`config.mk`:
```
export PLATFORM = sky130hd
export DESIGN_NAME = doorbell_pair
export DESIGN_NICKNAME = d
export VERILOG_FILES = /design/src/rtl/doorbell_pkg.sv /design/src/rtl/doorbell_arbiter.sv /design/src/rtl/doorbell_reg.sv /design/src/rtl/doorbell_pair.sv
export SDC_FILE = /design/constraint.sdc
export NUM_CORES = 1
export LEC_CHECK = 0
export BUFFER_PORTS_ARGS = -buffer_cell sky130_fd_sc_hd__clkbuf_2
export CAP_MARGIN = 20
export CELL_PAD_IN_SITES_DETAIL_PLACEMENT = 1
export CELL_PAD_IN_SITES_GLOBAL_PLACEMENT = 2
export CORE_ASPECT_RATIO = 1.75
export CORE_MARGIN = 1
export CORE_UTILIZATION = 29
export DETAILED_ROUTE_END_ITERATION = 12
export HOLD_SLACK_MARGIN = 0.1
export PLACE_DENSITY_LB_ADDON = 0.12
export SYNTH_ARGS = -nofsm -noshare
export SYNTH_HDL_FRONTEND = slang
export SYNTH_SLANG_ARGS = --single-unit
```
`constraint.sdc`:
```
create_clock -name clk -period 1.9 [get_ports clk]
set_input_delay 0.285 -clock clk [delete_from_list [all_inputs] [get_ports clk]]
set_output_delay 0.285 -clock clk [all_outputs]
set_load 0.01 [all_outputs]
```
`src/rtl/doorbell_pkg.sv`:
```
package doorbell_pkg;
  typedef enum logic [1:0] {
    OWN_NONE  = 2'd0,
    OWN_HOST  = 2'd1,
    OWN_LOCAL = 2'd2
  } owner_e;

  localparam logic SEL_OUTBOUND = 1'b0;
  localparam logic SEL_INBOUND  = 1'b1;
endpackage

```
`src/rtl/doorbell_arbiter.sv`:
```
module doorbell_arbiter
  import doorbell_pkg::*;
(
  input  logic clk,
  input  logic rst_n,
  input  logic hst_req,
  input  logic lcl_valid,
  output logic hst_grant,
  output logic hst_start,
  output logic lcl_grant
);
  owner_e owner_q, owner_d;

  // The current owner keeps the bank while its request is held.
  // From idle, the host wins a tie.
  always_comb begin
    owner_d = owner_q;
    if (owner_q == OWN_HOST && !hst_req)    owner_d = OWN_NONE;
    if (owner_q == OWN_LOCAL && !lcl_valid) owner_d = OWN_NONE;
    if (owner_d == OWN_NONE) begin
      if (hst_req)        owner_d = OWN_HOST;
      else if (lcl_valid) owner_d = OWN_LOCAL;
    end
  end

  assign hst_grant = (owner_d == OWN_HOST);
  assign lcl_grant = (owner_d == OWN_LOCAL);
  assign hst_start = hst_grant && (owner_q != OWN_HOST);

  always_ff @(posedge clk) begin
    if (!rst_n) owner_q <= OWN_NONE;
    else        owner_q <= owner_d;
  end

  p_host_keeps_bank_r9: assert property (@(posedge clk) disable iff (!rst_n)
    ($past(hst_grant) && hst_req) |-> !lcl_grant);

  p_local_keeps_bank_r10: assert property (@(posedge clk) disable iff (!rst_n)
    ($past(lcl_grant) && lcl_valid) |-> !hst_grant);

  p_host_wins_tie_r11: assert property (@(posedge clk) disable iff (!rst_n)
    (!$past(hst_req) && !$past(lcl_valid) && hst_req && lcl_valid) |-> (hst_grant && !lcl_grant));
endmodule

```
`src/rtl/doorbell_reg.sv`:
```
module doorbell_reg #(
  parameter int unsigned DATA_W = 32
) (
  input  logic              clk,
  input  logic              rst_n,
  input  logic              set_en,
  input  logic [DATA_W-1:0] set_bits,
  input  logic              clr_en,
  input  logic [DATA_W-1:0] clr_bits,
  output logic [DATA_W-1:0] q
);
  logic [DATA_W-1:0] set_mask, clr_mask;

  assign set_mask = set_en ? set_bits : '0;
  assign clr_mask = clr_en ? clr_bits : '0;

  // The set is applied after the clear, so a set wins on the same bit.
  always_ff @(posedge clk) begin
    if (!rst_n) q <= '0;
    else        q <= (q & ~clr_mask) | set_mask;
  end

  // Covers R3 and R5: the clearing side can never raise a bit.
  p_no_rise_without_set_r3: assert property (@(posedge clk) disable iff (!rst_n)
    !$past(set_en) |-> ((q & ~$past(q)) == '0));

  // Covers R2 and R4: writing zeros from the setting side keeps the bits.
  p_no_fall_without_clear_r2: assert property (@(posedge clk) disable iff (!rst_n)
    !$past(clr_en) |-> (($past(q) & ~q) == '0));
endmodule

```
`src/rtl/doorbell_pair.sv`:
```
module doorbell_pair
  import doorbell_pkg::*;
#(
  parameter int unsigned DATA_W = 32
) (
  input  logic              clk,
  input  logic              rst_n,
  input  logic              hst_req,
  input  logic              hst_we,
  input  logic              hst_sel,
  input  logic [DATA_W-1:0] hst_wdata,
  output logic [DATA_W-1:0] hst_rdata,
  output logic              hst_retry,
  input  logic              lcl_valid,
  output logic              lcl_ready,
  input  logic              lcl_we,
  input  logic              lcl_sel,
  input  logic [DATA_W-1:0] lcl_wdata,
  output logic [DATA_W-1:0] lcl_rdata,
  input  logic              irq_host_en,
  input  logic              irq_local_en,
  output logic              irq_host,
  output logic              irq_local
);
  logic hst_grant, hst_start, lcl_grant;
  logic hst_wr, lcl_wr;
  logic [DATA_W-1:0] out_q, in_q;

  doorbell_arbiter u_arb (
    .clk       (clk),
    .rst_n     (rst_n),
    .hst_req   (hst_req),
    .lcl_valid (lcl_valid),
    .hst_grant (hst_grant),
    .hst_start (hst_start),
    .lcl_grant (lcl_grant)
  );

  assign hst_wr    = hst_start && hst_we;
  assign lcl_wr    = lcl_grant && lcl_we;
  assign hst_retry = hst_req && !hst_grant;
  assign lcl_ready = lcl_grant;

  // Outbound: the local side sets, the host side clears.
  doorbell_reg #(.DATA_W(DATA_W)) u_out (
    .clk      (clk),
    .rst_n    (rst_n),
    .set_en   (lcl_wr && lcl_sel == SEL_OUTBOUND),
    .set_bits (lcl_wdata),
    .clr_en   (hst_wr && hst_sel == SEL_OUTBOUND),
    .clr_bits (hst_wdata),
    .q        (out_q)
  );

  // Inbound: the host side sets, the local side clears.
  doorbell_reg #(.DATA_W(DATA_W)) u_in (
    .clk      (clk),
    .rst_n    (rst_n),
    .set_en   (hst_wr && hst_sel == SEL_INBOUND),
    .set_bits (hst_wdata),
    .clr_en   (lcl_wr && lcl_sel == SEL_INBOUND),
    .clr_bits (lcl_wdata),
    .q        (in_q)
  );

  assign hst_rdata = (hst_sel == SEL_INBOUND) ? in_q : out_q;
  assign lcl_rdata = (lcl_sel == SEL_INBOUND) ? in_q : out_q;
  assign irq_host  = irq_host_en && (|out_q);
  assign irq_local = irq_local_en && (|in_q);

  p_host_irq_follows_set_r6: assert property (@(posedge clk) disable iff (!rst_n)
    (irq_host_en && $past(lcl_wr && lcl_sel == SEL_OUTBOUND && (|lcl_wdata))) |-> irq_host);

  p_local_irq_follows_set_r7: assert property (@(posedge clk) disable iff (!rst_n)
    (irq_local_en && $past(hst_wr && hst_sel == SEL_INBOUND && (|hst_wdata))) |-> irq_local);

  p_single_owner_r11: assert property (@(posedge clk) disable iff (!rst_n)
    !(lcl_ready && hst_req && !hst_retry));
endmodule

```
; Yosys cells after proc, flatten, opt, wreduce, memory -nomap -nowiden
; Cells that the tools add are included.
; W data, S select, Z words.
[op_classes]
eq_ne = 5
n_bitwise = 8
n_reduce_logical = 18
mux = 11
[ops]
columns = operator, n
row1 = $mux W32, 6
row2 = $and A32 B32 Y32, 2
row3 = $not A32 Y32, 2
row4 = $or A32 B32 Y32, 2
row5 = $reduce_or A32 Y1, 2
row6 = $logic_and A1 B1 Y1, 12
row7 = $mux W2, 5
row8 = $eq A2 B1 Y1 const B, 2
row9 = $eq A2 B2 Y1 const B, 2
row10 = $logic_not A1 Y1, 3
row11 = $logic_not A2 Y1, 1
row12 = $ne A2 B1 Y1 const B, 1
row13 = $not A1 Y1, 2
[totals]
reg_bits = 66
output_inout_bits = 68

; Depth between registers and ports, before layout
; Gate-level depths: netlist of the first run.
[logic_depth]
word_depth = 15
depth_mapped = 5
depth_no_buf = 3

; Modules after synthesis
; A second synthesis of the first run with hierarchy kept.
[hier_totals]
hier_cells = 395
area_unflattened_um2 = 3995.1
[modules_own_cells]
columns = module, area_per_inst_um2, n_inst, cells_per_inst, seq_area_each_um2
row1 = doorbell_reg, 1346.3, 2, 141, 640.6
row2 = doorbell_pair, 1194.9, 1, 101, 0.0
row3 = doorbell_arbiter, 107.6, 1, 12, 40.0

; Least setup slack after synthesis of the first run
; OpenSTA, ideal clock, no wires.
[synth_timing]
path_type = reg2reg
startpoint = register u_arb.owner_q[1]
endpoint = register u_in.q[0]
stages_incl_launch_ff = 6
setup_ns = 0.135
arrival_ns = 1.312
slack_ns = 0.454
required_time_ns = 1.765
period_less_slack_ns = 1.446
path_buffers = 2
cell_sequence = dfxtp_1 buf_6 mux2_4 clkbuf_1 o311ai_0 o21ai_0
[synth_between]
elab_chain_cells = 14
elab_cells_between_ends = 23
classes_between = 5 x eq/ne / 7 x mux / 3 x bitwise / 8 x reduce/logical
[synth_lines]
columns = item, line
row1 = start: declaration, doorbell_arbiter.sv:12  ; owner_e owner_q, owner_d;
row2 = start signal: assignment, doorbell_arbiter.sv:32  ; else owner_q <= owner_d;
row3 = $eq A2 B1 Y1, doorbell_arbiter.sv:18  ; if (owner_q == OWN_HOST && !hst_req) owner_d = OWN_NONE;
row4 = $logic_and A1 B1 Y1, doorbell_arbiter.sv:18
row5 = $mux W2, doorbell_arbiter.sv:18
row6 = $mux W2, doorbell_arbiter.sv:19  ; if (owner_q == OWN_LOCAL && !lcl_valid) owner_d = OWN_NONE;
row7 = $mux W2, doorbell_arbiter.sv:22  ; else if (lcl_valid) owner_d = OWN_LOCAL;
row8 = $mux W2, doorbell_arbiter.sv:21  ; if (hst_req) owner_d = OWN_HOST;
row9 = $mux W2, doorbell_arbiter.sv:20  ; if (owner_d == OWN_NONE) begin
row10 = $eq A2 B2 Y1, doorbell_arbiter.sv:27  ; assign lcl_grant = (owner_d == OWN_LOCAL);
row11 = $logic_and A1 B1 Y1, doorbell_pair.sv:40  ; assign lcl_wr = lcl_grant && lcl_we;
row12 = $logic_and A1 B1 Y1, doorbell_pair.sv:61  ; .clr_en (lcl_wr && lcl_sel == SEL_INBOUND),
row13 = $mux W32, doorbell_reg.sv:15  ; assign clr_mask = clr_en ? clr_bits : '0;
row14 = $not A32 Y32, doorbell_reg.sv:20  ; else q <= (q & ~clr_mask) | set_mask;
row15 = $and A32 B32 Y32, doorbell_reg.sv:20
row16 = $or A32 B32 Y32 (*), doorbell_reg.sv:20
row17 = end signal: assignment, doorbell_reg.sv:20
row18 = end: declaration, doorbell_reg.sv:10  ; output logic [DATA_W-1:0] q
; Every way passes the cells marked *; elsewhere a longest branch is shown, timed or not.
; A chain may end at the register's enable or synchronous reset.

; Worst setup path in the final report of the first run
[layout_timing]
startpoint = register u_out.q[12]
endpoint = output irq_host
[layout_between]
elab_chain_cells = 2
[layout_lines]
columns = item, line
row1 = start: declaration, doorbell_reg.sv:10
row2 = start signal: assignment, doorbell_reg.sv:20
row3 = $reduce_or A32 Y1, doorbell_pair.sv:68  ; assign irq_host = irq_host_en && (|out_q);
row4 = $logic_and A1 B1 Y1, doorbell_pair.sv:68
row5 = end: declaration, doorbell_pair.sv:22  ; output logic irq_host,
; Every way passes these cells.

==> impl_summary.log, run 1 <==
INFO  metric outcome = complete, no violations
INFO  metric endpoint_of_the_worst_hold_path = u_out.q[26]
INFO  metric die_w = 88.8 um
INFO  metric cell_internal_pwr = 2700 uW
INFO  metric layout-drive-gt1-share = 53.9%
INFO  metric synth_cell_type_count = 25
INFO  metric achievable-frequency = 539 MHz
INFO  metric synth.yosys.seq_area_share = 34.6%
INFO  metric dr_wl_met2 = 8020 um
INFO  metric drt-initial-drc-count = 105
INFO  metric path_clk_slew = 0.06 ns
INFO  metric netlist_top_cells_area = dfxtp_1, mux2_2, a32o_2, nand4b_1, o311ai_0
INFO  metric timing.critical_path.arrival = 1.57 ns
INFO  metric post_drt_wl_per_cell = 21.4 um
INFO  metric synthesis.nets = 478
INFO  metric fin_crit_sh = 97.6%
INFO  metric hpwlAfterDp = 10500 um
INFO  metric p_leak = 0.00240 uW
INFO  metric worst_r2r_endpoint = u_in.q[6]
INFO  metric r2r_start = u_arb.owner_q[1]
INFO  metric critPathRequiredTime = 1.62 ns
INFO  metric first_pass_grt_wire_length = 23600 um
INFO  metric cts_buffer_depth = 2
INFO  metric placeableCoreArea = 12900 sq um
INFO  metric postRouteWirelength = 15200 um
INFO  metric cts.htree.levels = 3
INFO  metric first_global_vias = 4152
INFO  metric netlist_instances = 404
INFO  metric timing.reg2reg.setup_slack = 0.30 ns
INFO  metric critPathKind = reg -> out
INFO  metric postPlaceCellArea = 4780 sq um
INFO  metric synth_top_area_share = 34.6%
INFO  metric hold_path_class = in -> reg
INFO  metric boundaryPins = 142
INFO  metric synth_edf_count = 0
INFO  metric wl_met3 = 616 um
INFO  metric ys_async_sr_fraction = 0%
INFO  metric num_vias = 3943
INFO  metric p_comb_share = 17.2%
INFO  metric power_dens_cells = 726 nW/um^2
INFO  metric post_cts_hold_buffer_count = 0
INFO  metric grtUsageTotal = 23.0%
INFO  metric synth_flop_cell = dfxtp_1
INFO  metric unrepaired_setup_endpoints_after_global_routing = true
INFO  metric timing.max_cap.violations = 0
INFO  metric routed_via_density = 5.58
INFO  metric setup_viol = 0
INFO  metric finalWeightedCongestion = 0.745
INFO  metric root_buffer_master = clkbuf_16
INFO  metric chipHeight = 154 um
INFO  metric die_area = 13700 sq um
INFO  metric ant_nets = 0
INFO  metric hold_violations = 0
INFO  metric worst_clock_skew = 0.00566 ns
INFO  metric clock_sink_count = 66
INFO  metric post-route-drc-count = 0
INFO  metric drtPass1Iterations = 4
INFO  metric m1WireLength = 6300 um
INFO  metric start_kind = flip-flop
INFO  metric clk_latency = 0.33 ns
INFO  metric hold_start = lcl_wdata[26]
INFO  metric worst_slew_margin_rel = 66.0%
INFO  metric grt_overflow_total = 0
INFO  metric antenna_cells = 0
INFO  metric cts_tree = built
INFO  metric starting_density_of_the_core = 29.7%
INFO  metric final.min_clock_period = 1.85 ns
INFO  metric synth.largest_area_cell = dfxtp_1
INFO  metric place.port_buffers = 141
INFO  metric grt_antenna_before_repair = 0
INFO  metric power.switching_fraction = 28.2%
INFO  metric ir_drop = 0.000428 V
INFO  metric postSynthRegisterBits = 66
INFO  metric non_filler_cell_area_final = 5180 sq um
INFO  metric final_nets = 605
INFO  metric hold_slack = 0.179 ns
INFO  metric synthesis.area = 3820 sq um
INFO  metric syn_avg_cell_area = 9.46 sq um
INFO  metric highest_signal_layer_in_the_routed_design = met4
INFO  metric worst-r2r-cell-count = 4
INFO  metric pin_count_of_the_biggest_net_entering_global_routing = 51
INFO  metric synth_common_cells = dfxtp_1, nand2_1, mux2_2
INFO  metric critical_path_peak_fanout = 4
INFO  metric ys_warn_count = 0
INFO  metric tns = 0 ns
INFO  metric layout-area-overhead-vs-synth = 35.6%
INFO  metric tritoncts.num_buffers = 9
INFO  metric power.switching = 1060 uW
INFO  metric p_clk_share = 43.4%
INFO  metric tightestPinTransition = 0.510 ns
INFO  metric p_seq_share = 39.3%
INFO  metric slew_violations = 0
INFO  metric cp-end-kind = output port
INFO  metric row_count = 55
INFO  metric min_path_cells = 2
layout make-up:
class	instances	area, sq um
Sequential cell	66	1330
Clock inverter	4	25.0
Multi-Input combinational cell	291	2400
Fill cell	1550	7690
Timing Repair Buffer	161	943
Clock buffer	12	267
Tap cell	171	214
Inverter	2	7.51
state kept, by name (all words and copies together) (netlist names):
signal,count
u_arb.owner_q,2
u_in.q,32
u_out.q,32
worst max-delay path, stage by stage (launching register included):
cell,delay (ns)
dfxtp_1,0.36
nor4_4,0.32
buf_4,0.16
nand4_1,0.08
o21a_1,0.20
clkbuf_2,0.12
metrics by stage:
stage	setup slack, ns	util (%)	cells	power, uW
final	0.0454	40.3	707	3760
after global routing	-0.0189	40.3	707	3920
after CTS	0.000260	39.9	707	3790
after detailed placement	0.195	37.2	691	2140
after global placement	0.199	37.2	691	2130
after floorplan	0.454	-	404	1820
worst max path at each step:
stage                          start         to  slack [ns]  depth (start not counted)
detailed placement       u_out.q[30]   irq_host        0.20                          4
global route             u_out.q[27]   irq_host       -0.02                          4
floorplan           u_arb.owner_q[1]  u_in.q[0]        0.45                          5
global placement         u_out.q[30]   irq_host        0.20                          4
CTS                      u_out.q[23]   irq_host      0.0003                          4
finish                   u_out.q[12]   irq_host        0.05                          5
timing repair:
| action | CTS | global route |
|---|---|---|
| pin swaps | 0 | 4 |
| hold endpoints to repair | 0 | 0 |
| endpoints found under the setup margin | 2 | 2 |
| buffers inserted | 0 | 0 |
| gates cloned | 0 | 0 |
| resized for setup | 9 | 9 |
metal layers:
| metal | up-vias | global-route usage (%) |
|---|---|---|
| li1 | 1849 | - |
| met2 | 117 | 41.2 |
| met4 | 0 | 6.91 |
| met3 | 14 | 3.54 |
| met5 | - | 0 |
| met1 | 1963 | 27.4 |
layout by cell type (no fill, tap or decap), types with 2 or more instances in the layout:
master        n
nand2_1      66
dfxtp_2       3
nor4_2        7
buf_4        13
a21oi_1       3
nand4b_1     32
o21ai_0      26
nor4_1        5
inv_1         2
buf_12        7
clkinv_2      2
clkbuf_2    140
clkinvlp_4    2
dfxtp_1      63
clkbuf_8      3
a32o_2       30
mux2_2       64
nor4_4        5
o21ai_1       7
clkbuf_16     9
a32o_1        2
o21a_1        2
nand4_1       4
o311ai_0     32
cell families after synthesis:
| family | synth area share (%) |
|---|---|
| AO/OA/AOI/OAI | 22.4 |
| buffers and inverters | 5.73 |
| flip-flops | 34.6 |
| multiplexers | 19.3 |
| AND/OR/NAND/NOR | 18.0 |
power by group through the flow:
stage / Combinational (uW) / Clock [uW] / Sequential, uW
after CTS: 648 / 1660 / 1480
after detailed placement: 636 / 0 / 1500
after global placement: 634 / 0 / 1500
after global routing: 701 / 1730 / 1490
final: 649 / 1630 / 1480
after floorplan: 333 / 0 / 1480
No activity file was read; power rests on OpenSTA's default activity.
==> run 2: changes to the inputs <==
--- a/config.mk
+++ b/config.mk
@@ -6,12 +6,11 @@
 export NUM_CORES = 1
 export LEC_CHECK = 0
 export BUFFER_PORTS_ARGS = -buffer_cell sky130_fd_sc_hd__clkbuf_2
-export CAP_MARGIN = 20
 export CELL_PAD_IN_SITES_DETAIL_PLACEMENT = 1
 export CELL_PAD_IN_SITES_GLOBAL_PLACEMENT = 2
 export CORE_ASPECT_RATIO = 1.75
 export CORE_MARGIN = 1
-export CORE_UTILIZATION = 29
+export CORE_UTILIZATION = 26
 export DETAILED_ROUTE_END_ITERATION = 12
 export HOLD_SLACK_MARGIN = 0.1
 export PLACE_DENSITY_LB_ADDON = 0.12
==> constraint.sdc (replaced) <==
create_clock -name clk -period 1.55 [get_ports clk]
set_input_delay 0.2325 -clock clk [delete_from_list [all_inputs] [get_ports clk]]
set_output_delay 0.2325 -clock clk [all_outputs]
set_load 0.01 [all_outputs]
==> run 2 against run 1 <==
  * The flow now finishes with violations (negative setup slack)
  * Core utilization is 2.5 points lower
  * Register-to-register slack worse by 0.27 ns
  * Final cell count is 4.8% higher
  * Highest routed layer unchanged
==> impl_summary.log, run 2 (synthesis results as in run 1) <==
INFO  metric outcome = finished with violations
INFO  metric achievable-frequency = 543 MHz
INFO  metric setup_slack = -0.290 ns
INFO  metric cell_internal_pwr = 3480 uW
INFO  metric tns = -0.559 ns
INFO  metric final.min_clock_period = 1.84 ns
INFO  metric worst-r2r-cell-count = 4
INFO  metric cts_buffer_depth = 2
INFO  metric tightestPinTransition = 0.459 ns
INFO  metric timing.critical_path.depth = 5
INFO  metric grt_overflow_total = 0
INFO  metric cpMaxStageDelayCell = dfxtp_1
INFO  metric cts.htree.levels = 3
INFO  metric first_global_vias = 4391
INFO  metric ant_nets = 0
INFO  metric hold_violations = 0
INFO  metric cp_num_buf_inv = 2
INFO  metric non_filler_cell_area_final = 5430 sq um
INFO  metric first_pass_grt_wire_length = 25000 um
INFO  metric layout_top_registers = u_in.q: 32 flops, u_out.q: 32 flops, u_arb.owner_q: 2 flops
INFO  metric post_drt_wl_per_cell = 21.7 um
INFO  metric drt-initial-drc-count = 125
INFO  metric path_clk_slew = 0.06 ns
INFO  metric layout-drive-gt1-share = 55.1%
INFO  metric cts_tree = built
INFO  metric post_cts_hold_buffer_count = 0
INFO  metric antenna_cells = 0
INFO  metric place.port_buffers = 141
INFO  metric power_dens_cells = 881 nW/um^2
INFO  metric grt_antenna_before_repair = 0
INFO  metric hold_slack = 0.122 ns
INFO  metric worst_clock_skew = 0.00412 ns
INFO  metric hold_path_class = in -> reg
INFO  metric r2r_start = u_arb.owner_q[1]
INFO  metric timing.max_cap.violations = 0
INFO  metric worst_r2r_endpoint = u_in.q[21]
INFO  metric tritoncts.num_buffers = 9
INFO  metric pin_count_of_the_biggest_net_entering_global_routing = 97
INFO  metric layout-area-overhead-vs-synth = 42.0%
INFO  metric grtUsageTotal = 21.8%
INFO  metric routed_via_density = 5.49
INFO  metric critPathRequiredTime = 1.32 ns
INFO  metric timing.reg2reg.setup_slack = 0.03 ns
INFO  metric crit_chain = nor4_4 > buf_4 > nand4_1 > o21a_1 > clkbuf_2
INFO  metric p_seq_share = 37.7%
INFO  metric p_comb_share = 18.3%
INFO  metric cp_top_family = simple AND/OR/NAND/NOR gates
INFO  metric num_vias = 4065
INFO  metric root_buffer_master = clkbuf_16
INFO  metric fin_crit_sh = 119%
INFO  metric power.switching = 1300 uW
INFO  metric drtPass1Iterations = 4
INFO  metric violations = negative setup slack
INFO  metric die_w = 93.6 um
INFO  metric placeableCoreArea = 14400 sq um
INFO  metric critical_path_peak_fanout = 2
INFO  metric hpwlAfterDp = 11100 um
INFO  metric chipHeight = 162 um
INFO  metric utilization = 37.8%
INFO  metric slew_violations = 0
INFO  metric starting_density_of_the_core = 26.6%
INFO  metric boundaryPins = 142
INFO  metric clock_sink_count = 66
INFO  metric p_clk_share = 43.9%
INFO  metric final_common_cell = clkbuf_2
INFO  metric postPlaceCellArea = 5030 sq um
INFO  metric postRouteWirelength = 16100 um
INFO  metric finalWeightedCongestion = 0.778
INFO  metric die_area = 15200 sq um
INFO  metric p_leak = 0.00254 uW
INFO  metric preCtsSetupSlack = -0.136 ns
INFO  metric unrepaired_setup_endpoints_after_global_routing = true
INFO  metric setup_viol = 2
INFO  metric ir_drop = 0.000498 V
INFO  metric post-route-drc-count = 0
INFO  metric power.switching_fraction = 27.1%
INFO  metric timing.critical_path.to = irq_host
INFO  metric worst_slew_margin_rel = 69.4%
INFO  metric timing.critical_path.slowest_cell_delay = 0.33 ns
INFO  metric timing.critical_path.arrival = 1.61 ns
INFO  metric critPathKind = reg -> out
INFO  metric final_nets = 630
INFO  metric start_kind = flip-flop
INFO  metric cp-end-kind = output port
INFO  metric layout_common_cells = clkbuf_2, nand2_1, mux2_2, dfxtp_1
INFO  metric clk_latency = 0.33 ns
INFO  metric critPathLaunch = u_out.q[23]
INFO  metric row_count = 58
[run 2: repair_timing]
| action | CTS | global route |
|---|---|---|
| pin swaps | 3 | 4 |
| setup buffers | 1 | 0 |
| setup endpoints to repair | 4 | 29 |
| gates resized for setup | 14 | 25 |
[run 2: power groups by stage]
stage          Clock [uW]  Combinational [uW]  Sequential [uW]
4_1_cts              2160                 878             1800
3_5_place_dp            0                 860             1830
5_1_grt              2200                 945             1810
3_3_place_gp            0                 860             1830
6_report             2100                 876             1800
2_1_floorplan           0                 408             1820
[run 2: per-layer routing]
metal / up-vias / track usage [%] / routed length [um]
met5: - / 0 / 0
met4: 0 / 7.90 / 294
met3: 15 / 2.85 / 627
met2: 128 / 40.8 / 8760
met1: 2018 / 24.6 / 6380
li1: 1904 / - / -
[run 2: stage by stage]
step	std cells	total power (uW)
floorplan	404	2230
global placement	724	2690
detailed placement	724	2690
CTS	741	4840
global route	741	4960
finish	741	4780
[run 2: final cells by class]
| class | count | area [sq um] |
|---|---|---|
| clock buffer | 14 | 264 |
| clock inverter | 2 | 35.0 |
| tap | 180 | 225 |
| timing repair buffer | 186 | 1200 |
| inverter | 2 | 7.51 |
| sequential | 66 | 1330 |
| fill | 1712 | 8940 |
| multi-input combinational | 291 | 2360 |
[run 2: worst min-delay path by stage]
stage	from	end	slack (ns)	cells after the start
final	lcl_wdata[8]	u_out.q[8]	0.12	2
after global routing	lcl_wdata[17]	u_out.q[17]	0.13	2
after CTS	lcl_wdata[9]	u_out.q[9]	0.12	2
after detailed placement	lcl_wdata[31]	u_out.q[31]	0.46	2
after global placement	lcl_wdata[31]	u_out.q[31]	0.46	2
after floorplan	lcl_wdata[0]	u_out.q[0]	0.36	1
